### src/rtl/lrr_pkg.sv
package lrr_pkg;
    typedef enum logic [1:0] {
        RT_IDLE = 2'b00,
        RT_DRAM = 2'b01,
        RT_MMIO = 2'b10
    } route_state_e;

    typedef enum logic [1:0] {
        HOLE_NONE = 2'b00,
        HOLE_LOW  = 2'b01,
        HOLE_HIGH = 2'b10,
        HOLE_RSVD = 2'b11
    } hole_code_e;

    localparam int SEG_SHIFT  = 14;   // 16 KB shadow segment
    localparam int MEG_SHIFT  = 20;   // 1 MB boundary
    localparam int HI_SHIFT   = 24;   // 16 MB boundary
    localparam int FIELD_W    = 2;
    localparam int HI_FIELD_L = 4;    // upper field starts at bit 4
endpackage

### src/rtl/lrr_zone_decode.sv
module lrr_zone_decode
    import lrr_pkg::*;
#(
    parameter int ADDR_W   = 32,
    parameter int NUM_ATTR = 7,
    localparam int IDX_W   = $clog2(NUM_ATTR)
) (
    input  logic [ADDR_W-1:0] addr,
    output logic              in_vga,
    output logic              in_attr,
    output logic [IDX_W-1:0]  attr_idx,
    output logic              attr_hi,
    output logic              in_low_hole,
    output logic              in_high_hole
);
    logic below_1m;
    logic below_16m;
    logic [3:0] seg;

    assign below_1m  = (addr[ADDR_W-1:MEG_SHIFT] == '0);
    assign below_16m = (addr[ADDR_W-1:HI_SHIFT] == '0);
    assign seg       = addr[MEG_SHIFT-3:SEG_SHIFT];

    always_comb begin
        in_vga       = below_1m && (addr[MEG_SHIFT-1:MEG_SHIFT-3] == 3'b101);
        in_low_hole  = below_1m && (addr[MEG_SHIFT-1:MEG_SHIFT-3] == 3'b100);
        in_high_hole = below_16m && (addr[HI_SHIFT-1:MEG_SHIFT] == 4'hF);
        in_attr      = below_1m && (addr[MEG_SHIFT-1:MEG_SHIFT-2] == 2'b11);
        attr_idx     = '0;
        attr_hi      = 1'b0;
        if (in_attr) begin
            if (seg[3:2] == 2'b11) begin
                attr_idx = '0;            // top 64 KB block
                attr_hi  = 1'b1;
            end else begin
                attr_idx = IDX_W'(seg[3:1]) + IDX_W'(1);
                attr_hi  = seg[0];
            end
        end
    end
endmodule

### src/rtl/lrr_attr_pick.sv
module lrr_attr_pick
    import lrr_pkg::*;
#(
    parameter int NUM_ATTR = 7,
    parameter int ATTR_W   = 8,
    localparam int IDX_W   = $clog2(NUM_ATTR)
) (
    input  logic [NUM_ATTR*ATTR_W-1:0] attr_cfg,
    input  logic [IDX_W-1:0]           attr_idx,
    input  logic                       attr_hi,
    input  logic                       is_write,
    output logic                       allow_dram
);
    logic [FIELD_W-1:0] lo_f [NUM_ATTR];
    logic [FIELD_W-1:0] hi_f [NUM_ATTR];
    logic [FIELD_W-1:0] pol;

    for (genvar k = 0; k < NUM_ATTR; k++) begin : g_byte
        assign lo_f[k] = attr_cfg[k*ATTR_W +: FIELD_W];
        assign hi_f[k] = attr_cfg[k*ATTR_W + HI_FIELD_L +: FIELD_W];
    end

    always_comb begin
        pol = '0;
        for (int k = 0; k < NUM_ATTR; k++) begin
            if (attr_idx == IDX_W'(k)) pol = attr_hi ? hi_f[k] : lo_f[k];
        end
        allow_dram = is_write ? pol[1] : pol[0];
    end
endmodule

### src/rtl/lrr_hole_check.sv
module lrr_hole_check
    import lrr_pkg::*;
(
    input  logic [1:0] hole_sel,
    input  logic       in_low_hole,
    input  logic       in_high_hole,
    output logic       force_io
);
    always_comb begin
        unique case (hole_code_e'(hole_sel))
            HOLE_LOW:  force_io = in_low_hole;
            HOLE_HIGH: force_io = in_high_hole;
            HOLE_NONE,
            HOLE_RSVD: force_io = 1'b0;
            default:   force_io = 1'b0;
        endcase
    end
endmodule

### src/rtl/legacy_route_top.sv
module legacy_route_top
    import lrr_pkg::*;
#(
    parameter int ADDR_W   = 32,
    parameter int NUM_ATTR = 7,
    parameter int ATTR_W   = 8,
    localparam int IDX_W   = $clog2(NUM_ATTR),
    localparam int CFG_W   = NUM_ATTR * ATTR_W
) (
    input  logic              clk,
    input  logic              rst_n,
    input  logic              acc_valid,
    input  logic              acc_write,
    input  logic [ADDR_W-1:0] acc_addr,
    input  logic [CFG_W-1:0]  attr_cfg,
    input  logic [1:0]        hole_sel,
    output logic              to_dram,
    output logic              to_mmio
);
    logic             in_vga, in_attr, attr_hi, in_low_hole, in_high_hole;
    logic [IDX_W-1:0] attr_idx;
    logic             allow_dram, force_io, go_dram;
    route_state_e     state_q, state_d;

    lrr_zone_decode #(.ADDR_W(ADDR_W), .NUM_ATTR(NUM_ATTR)) zone_i (
        .addr(acc_addr), .in_vga(in_vga), .in_attr(in_attr),
        .attr_idx(attr_idx), .attr_hi(attr_hi),
        .in_low_hole(in_low_hole), .in_high_hole(in_high_hole)
    );

    lrr_attr_pick #(.NUM_ATTR(NUM_ATTR), .ATTR_W(ATTR_W)) pick_i (
        .attr_cfg(attr_cfg), .attr_idx(attr_idx), .attr_hi(attr_hi),
        .is_write(acc_write), .allow_dram(allow_dram)
    );

    lrr_hole_check hole_i (
        .hole_sel(hole_sel), .in_low_hole(in_low_hole),
        .in_high_hole(in_high_hole), .force_io(force_io)
    );

    always_comb begin
        if (in_vga)       go_dram = 1'b0;
        else if (in_attr) go_dram = allow_dram;
        else              go_dram = !force_io;
    end

    always_comb begin
        unique case (state_q)
            RT_IDLE, RT_DRAM, RT_MMIO: begin
                if (!acc_valid)   state_d = RT_IDLE;
                else if (go_dram) state_d = RT_DRAM;
                else              state_d = RT_MMIO;
            end
            default: state_d = RT_IDLE;
        endcase
    end

    always_ff @(posedge clk) begin
        if (!rst_n) state_q <= RT_IDLE;
        else        state_q <= state_d;
    end

    always_comb begin
        to_dram = 1'b0;
        to_mmio = 1'b0;
        unique case (state_q)
            RT_DRAM: to_dram = 1'b1;
            RT_MMIO: to_mmio = 1'b1;
            RT_IDLE: ;
            default: ;
        endcase
    end


    one_route_chk: assert property (@(posedge clk) disable iff (!rst_n)
        acc_valid |=> ($countones({to_dram, to_mmio}) == 1));

    idle_quiet_chk: assert property (@(posedge clk) disable iff (!rst_n)
        !acc_valid |=> (!to_dram && !to_mmio));

    vga_io_chk: assert property (@(posedge clk) disable iff (!rst_n)
        (acc_valid && acc_addr >= ADDR_W'(32'h000A_0000) && acc_addr < ADDR_W'(32'h000C_0000))
        |=> to_mmio);

    low_hole_chk: assert property (@(posedge clk) disable iff (!rst_n)
        (acc_valid && hole_sel == 2'b01 && acc_addr >= ADDR_W'(32'h0008_0000)
         && acc_addr < ADDR_W'(32'h000A_0000)) |=> to_mmio);

    no_hole_chk: assert property (@(posedge clk) disable iff (!rst_n)
        (acc_valid && (hole_sel == 2'b00 || hole_sel == 2'b11)
         && acc_addr >= ADDR_W'(32'h00F0_0000) && acc_addr < ADDR_W'(32'h0100_0000)) |=> to_dram);

    far_dram_chk: assert property (@(posedge clk) disable iff (!rst_n)
        (acc_valid && acc_addr >= ADDR_W'(32'h0100_0000)) |=> to_dram);
endmodule

### config.mk
export PLATFORM = sky130hd
export DESIGN_NAME = legacy_route_top
export DESIGN_NICKNAME = d
export VERILOG_FILES = /design/src/rtl/lrr_pkg.sv /design/src/rtl/lrr_zone_decode.sv /design/src/rtl/lrr_attr_pick.sv /design/src/rtl/lrr_hole_check.sv /design/src/rtl/legacy_route_top.sv
export SDC_FILE = /design/constraint.sdc
export NUM_CORES = 1
export LEC_CHECK = 0
export ABC_AREA = 1
export CAP_MARGIN = 15
export CORE_AREA = 2 2 55 57
export CTS_CLUSTER_SIZE = 25
export DETAILED_ROUTE_END_ITERATION = 10
export DIE_AREA = 0 0 57 59
export GPL_ROUTABILITY_DRIVEN = 0
export PLACE_DENSITY = 0.86
export REMOVE_ABC_BUFFERS = 1
export SLEW_MARGIN = 20
export SYNTH_ARGS = -nofsm -noshare
export SYNTH_HDL_FRONTEND = slang
export SYNTH_SLANG_ARGS = --single-unit
export TNS_END_PERCENT = 5
### constraint.sdc
create_clock -name clk -period 4.1 [get_ports clk]
set_input_delay 0.82 -clock clk [delete_from_list [all_inputs] [get_ports clk]]
set_output_delay 0.82 -clock clk [all_outputs]
set_load 0.02 [all_outputs]
==> summary.txt <==
STA
  • Max Slew Vio Count: 0
  • Slew margin rel.: 77.8%
  • RSZ-0062 raised after global routing: no
  • Fmax: 353 MHz
  • Setup_tns: 0 ps
  • Setup Viol. Count Final: 0
  • Final Hold Vio Count: 0
  • Final setup skew: 2.40 ps
  • Tcrit/Tclk final: 69.1%
  • Worst slew pin tran: 330 ps
  • Final min period: 2830 ps

Power
  • LEAKAGE: 0.591 nW
  • PwrDens: 111 nW/um^2
  • Worst vdd ir: 0.0937 mV

Setup path
  • CP required: 4200 ps
  • CP dominant cell by count: nor2_1
  • CP delay by family, top: simple AND/OR/NAND/NOR gates
  • Critical path buffers and inverters: 4
  • Worst-path maximum fanout: 4
  • Critical Path End Type: flop
  • Worst EP arrival: 2940 ps
  • Critical-path cell list: clkdlybuf4s50_1, ha_1, nand2_1, inv_1, nor2_1, inv_1, nor2_1, inv_1, nand3_1, nor2_1, nor2_1, nand4_1, nand3_1, nand3_2, nand2_1, nor2_1
  • Worst R2R Setup Slack: 3280 ps
  • Critical path type: input pin to flop
  • Crit-path slowest cell: clkdlybuf4s50_1
  • Slowest stage delay, CP: 440 ps
  • CP startpoint kind: input pin

Detailed routing
  • 1st-iter DRT viols: 28
  • DR WL/cell: 8.99 um
  • Remaining DRCs: 0
  • DR vias: 976
  • DRT Wirelength: 1.96 mm
  • ANT nets after route: 0
  • Drt first pass iters: 4
  • Vias/cell: 4.48

Die
  • Core region area: 2710 um^2
  • I/O Pins: 96
  • Starting Density: 25.5%
  • Die Span Y: 59 um
  • Die area: 3360 um^2
  • Die width: 57 um
  • Rows: 19

Finish
  • Max reg flops: 2
  • Top Registers: state_q x2
  • Nets: 284
  • Layout fillers: 271
  • Antenna cell count: 0
  • Share of cells above drive strength 1: 9.09%
  • Post-route cell area: 1270 um^2
  • Area delta synth->final: 83.2%
  • Biggest register: state_q

Clocking
  • H-tree levels: 1
  • Worst-skew pair later-pin latency: 220 ps
  • Worst-path clk slew: 30 ps
  • CTS resizes: 0
  • CTS Hold Bufs: 0
  • Root buf cell: clkbuf_4
  • Num CTS Buffers: 3
  • TritonCTS sink count: 2
  • Post-CTS setup repair buffer count: 0
  • TritonCTS clock tree: built
  • Clock buffer depth: 2

Global routing
  • Top Usage Layer GRT: met2
  • Gr ovfl total: 0
  • Initial antenna violation count: 0
  • Met2 Usage GRT: 21.5%
  • Overall routing resource usage: 11.8%
  • GRT met3 Usage: 2.40%
  • Largest net degree at the start of global routing: 16
  • Vias in the first global route: 864
  • First-pass GRT wire length: 3.31 mm
  • M1 GR Usage: 14.3%

Synth
  • Synth Area per Inst: 5.20 um^2
  • Mapped Area: 692 um^2
  • Post-Synthesis Cells: 133
  • Sequential fraction of the synthesis area: 5.79%
  • Post-synth cell types: 27
  • Synth warn: 0
  • Synth Register Bits: 2

Placement
  • Placed Area: 1240 um^2
  • Number of port buffers: 53
  • Hpwl dp: 1.70 mm

Run status
  • Status: complete, no violations

Hold path
  • Hold Crit Class: flop to flop

Run
  • Max-cap violations: 0
-- cell usage in the layout (no fill, tap or decap), drive strengths merged --
master         count
clkdlybuf4s50     53
nand2             50
nor2              26
inv               21
nand3              9
nand4              7
clkbuf             3
o21ai              3
nor3               3
o211ai             2
dfxtp              2
a21oi              2
and2               1
nor3b              1
o31ai              1
or2                1
a2bb2oi            1
ha                 1
-- kinds of logic after synthesis --
logic type	Yosys count	synth area share, %
buffers and inverters	23	13.7
adder cells (fa/ha/maj)	1	1.81
flip-flops	2	5.79
AND/OR/NAND/NOR	98	69.4
AO/OA/AOI/OAI	9	9.22
-- final timing paths --
path | start | endpoint | depth (start not counted)
worst min-delay path | state_q[0]$_SDFF_PN0_ | state_q[1]$_SDFF_PN0_ | 3
worst max-delay path | acc_addr[15] | state_q[0]$_SDFF_PN0_ | 16
worst max register to register | state_q[1]$_SDFF_PN0_ | state_q[0]$_SDFF_PN0_ | 3
worst min register to register | state_q[0]$_SDFF_PN0_ | state_q[1]$_SDFF_PN0_ | 3
-- through the flow --
stage               hold WS [ps]  setup WS (ps)  total power [mW]  std cells  utilization [%]
floorplan                    577           1840            0.0444        131                -
global placement             602           1140            0.0977        215             45.9
detailed placement           626           1070            0.0988        215             45.9
CTS                          641           1300             0.144        218             46.8
global route                 717            963             0.152        218             46.8
finish                       632           1270             0.141        218             46.8
-- cells in the mapped netlist --
cell | n | area share [%]
nand4_4 | 1 | 3.1
nor2_4 | 3 | 4.9
and2_2 | 1 | 1.1
a21oi_2 | 1 | 1.3
nand4_1 | 6 | 5.4
nand2_2 | 2 | 1.8
o21ai_0 | 2 | 1.4
nor3b_1 | 1 | 1.1
a21oi_1 | 1 | 0.72
nand3_4 | 1 | 2.5
nand2_1 | 48 | 26
dfxtp_1 | 2 | 5.8
nor3_1 | 1 | 0.72
o21ai_2 | 1 | 1.3
a2bb2oi_1 | 1 | 1.3
buf_2 | 1 | 0.72
inv_1 | 20 | 11
o31ai_1 | 1 | 1.1
o211ai_1 | 2 | 2.2
ha_1 | 1 | 1.8
or2_0 | 1 | 0.90
buf_6 | 1 | 1.6
inv_2 | 1 | 0.54
nand3_1 | 7 | 5.1
nor3_2 | 2 | 2.9
nand3_2 | 1 | 1.4
nor2_1 | 23 | 12
-- per-layer routing --
metal,up-vias,share of wire (%)
li1,530,-
met5,-,0
met2,38,48
met3,0,8.7
met4,0,0
met1,408,43
-- power by group --
part	internal [mW]	switching, mW
clock	0.0322	0.0105
combinational	0.0523	0.0257
sequential	0.0202	0.000262
-- cell type report --
cell class | count | area, um^2 | share of cell area [%]
multi-input cells | 108 | 557 | 43.9
repair buffers | 53 | 531 | 41.9
inverters | 21 | 78.8 | 6.22
flip-flops and latches | 2 | 40.0 | 3.16
well taps | 31 | 38.8 | 3.06
clock buffers | 3 | 22.5 | 1.78
-- worst min-delay path, stage by stage, from the launching register on --
cell      delay, ps
dfxtp_1         300
inv_1            70
o211ai_1        120
a21oi_2         110
(Power assumes the default switching activity.)
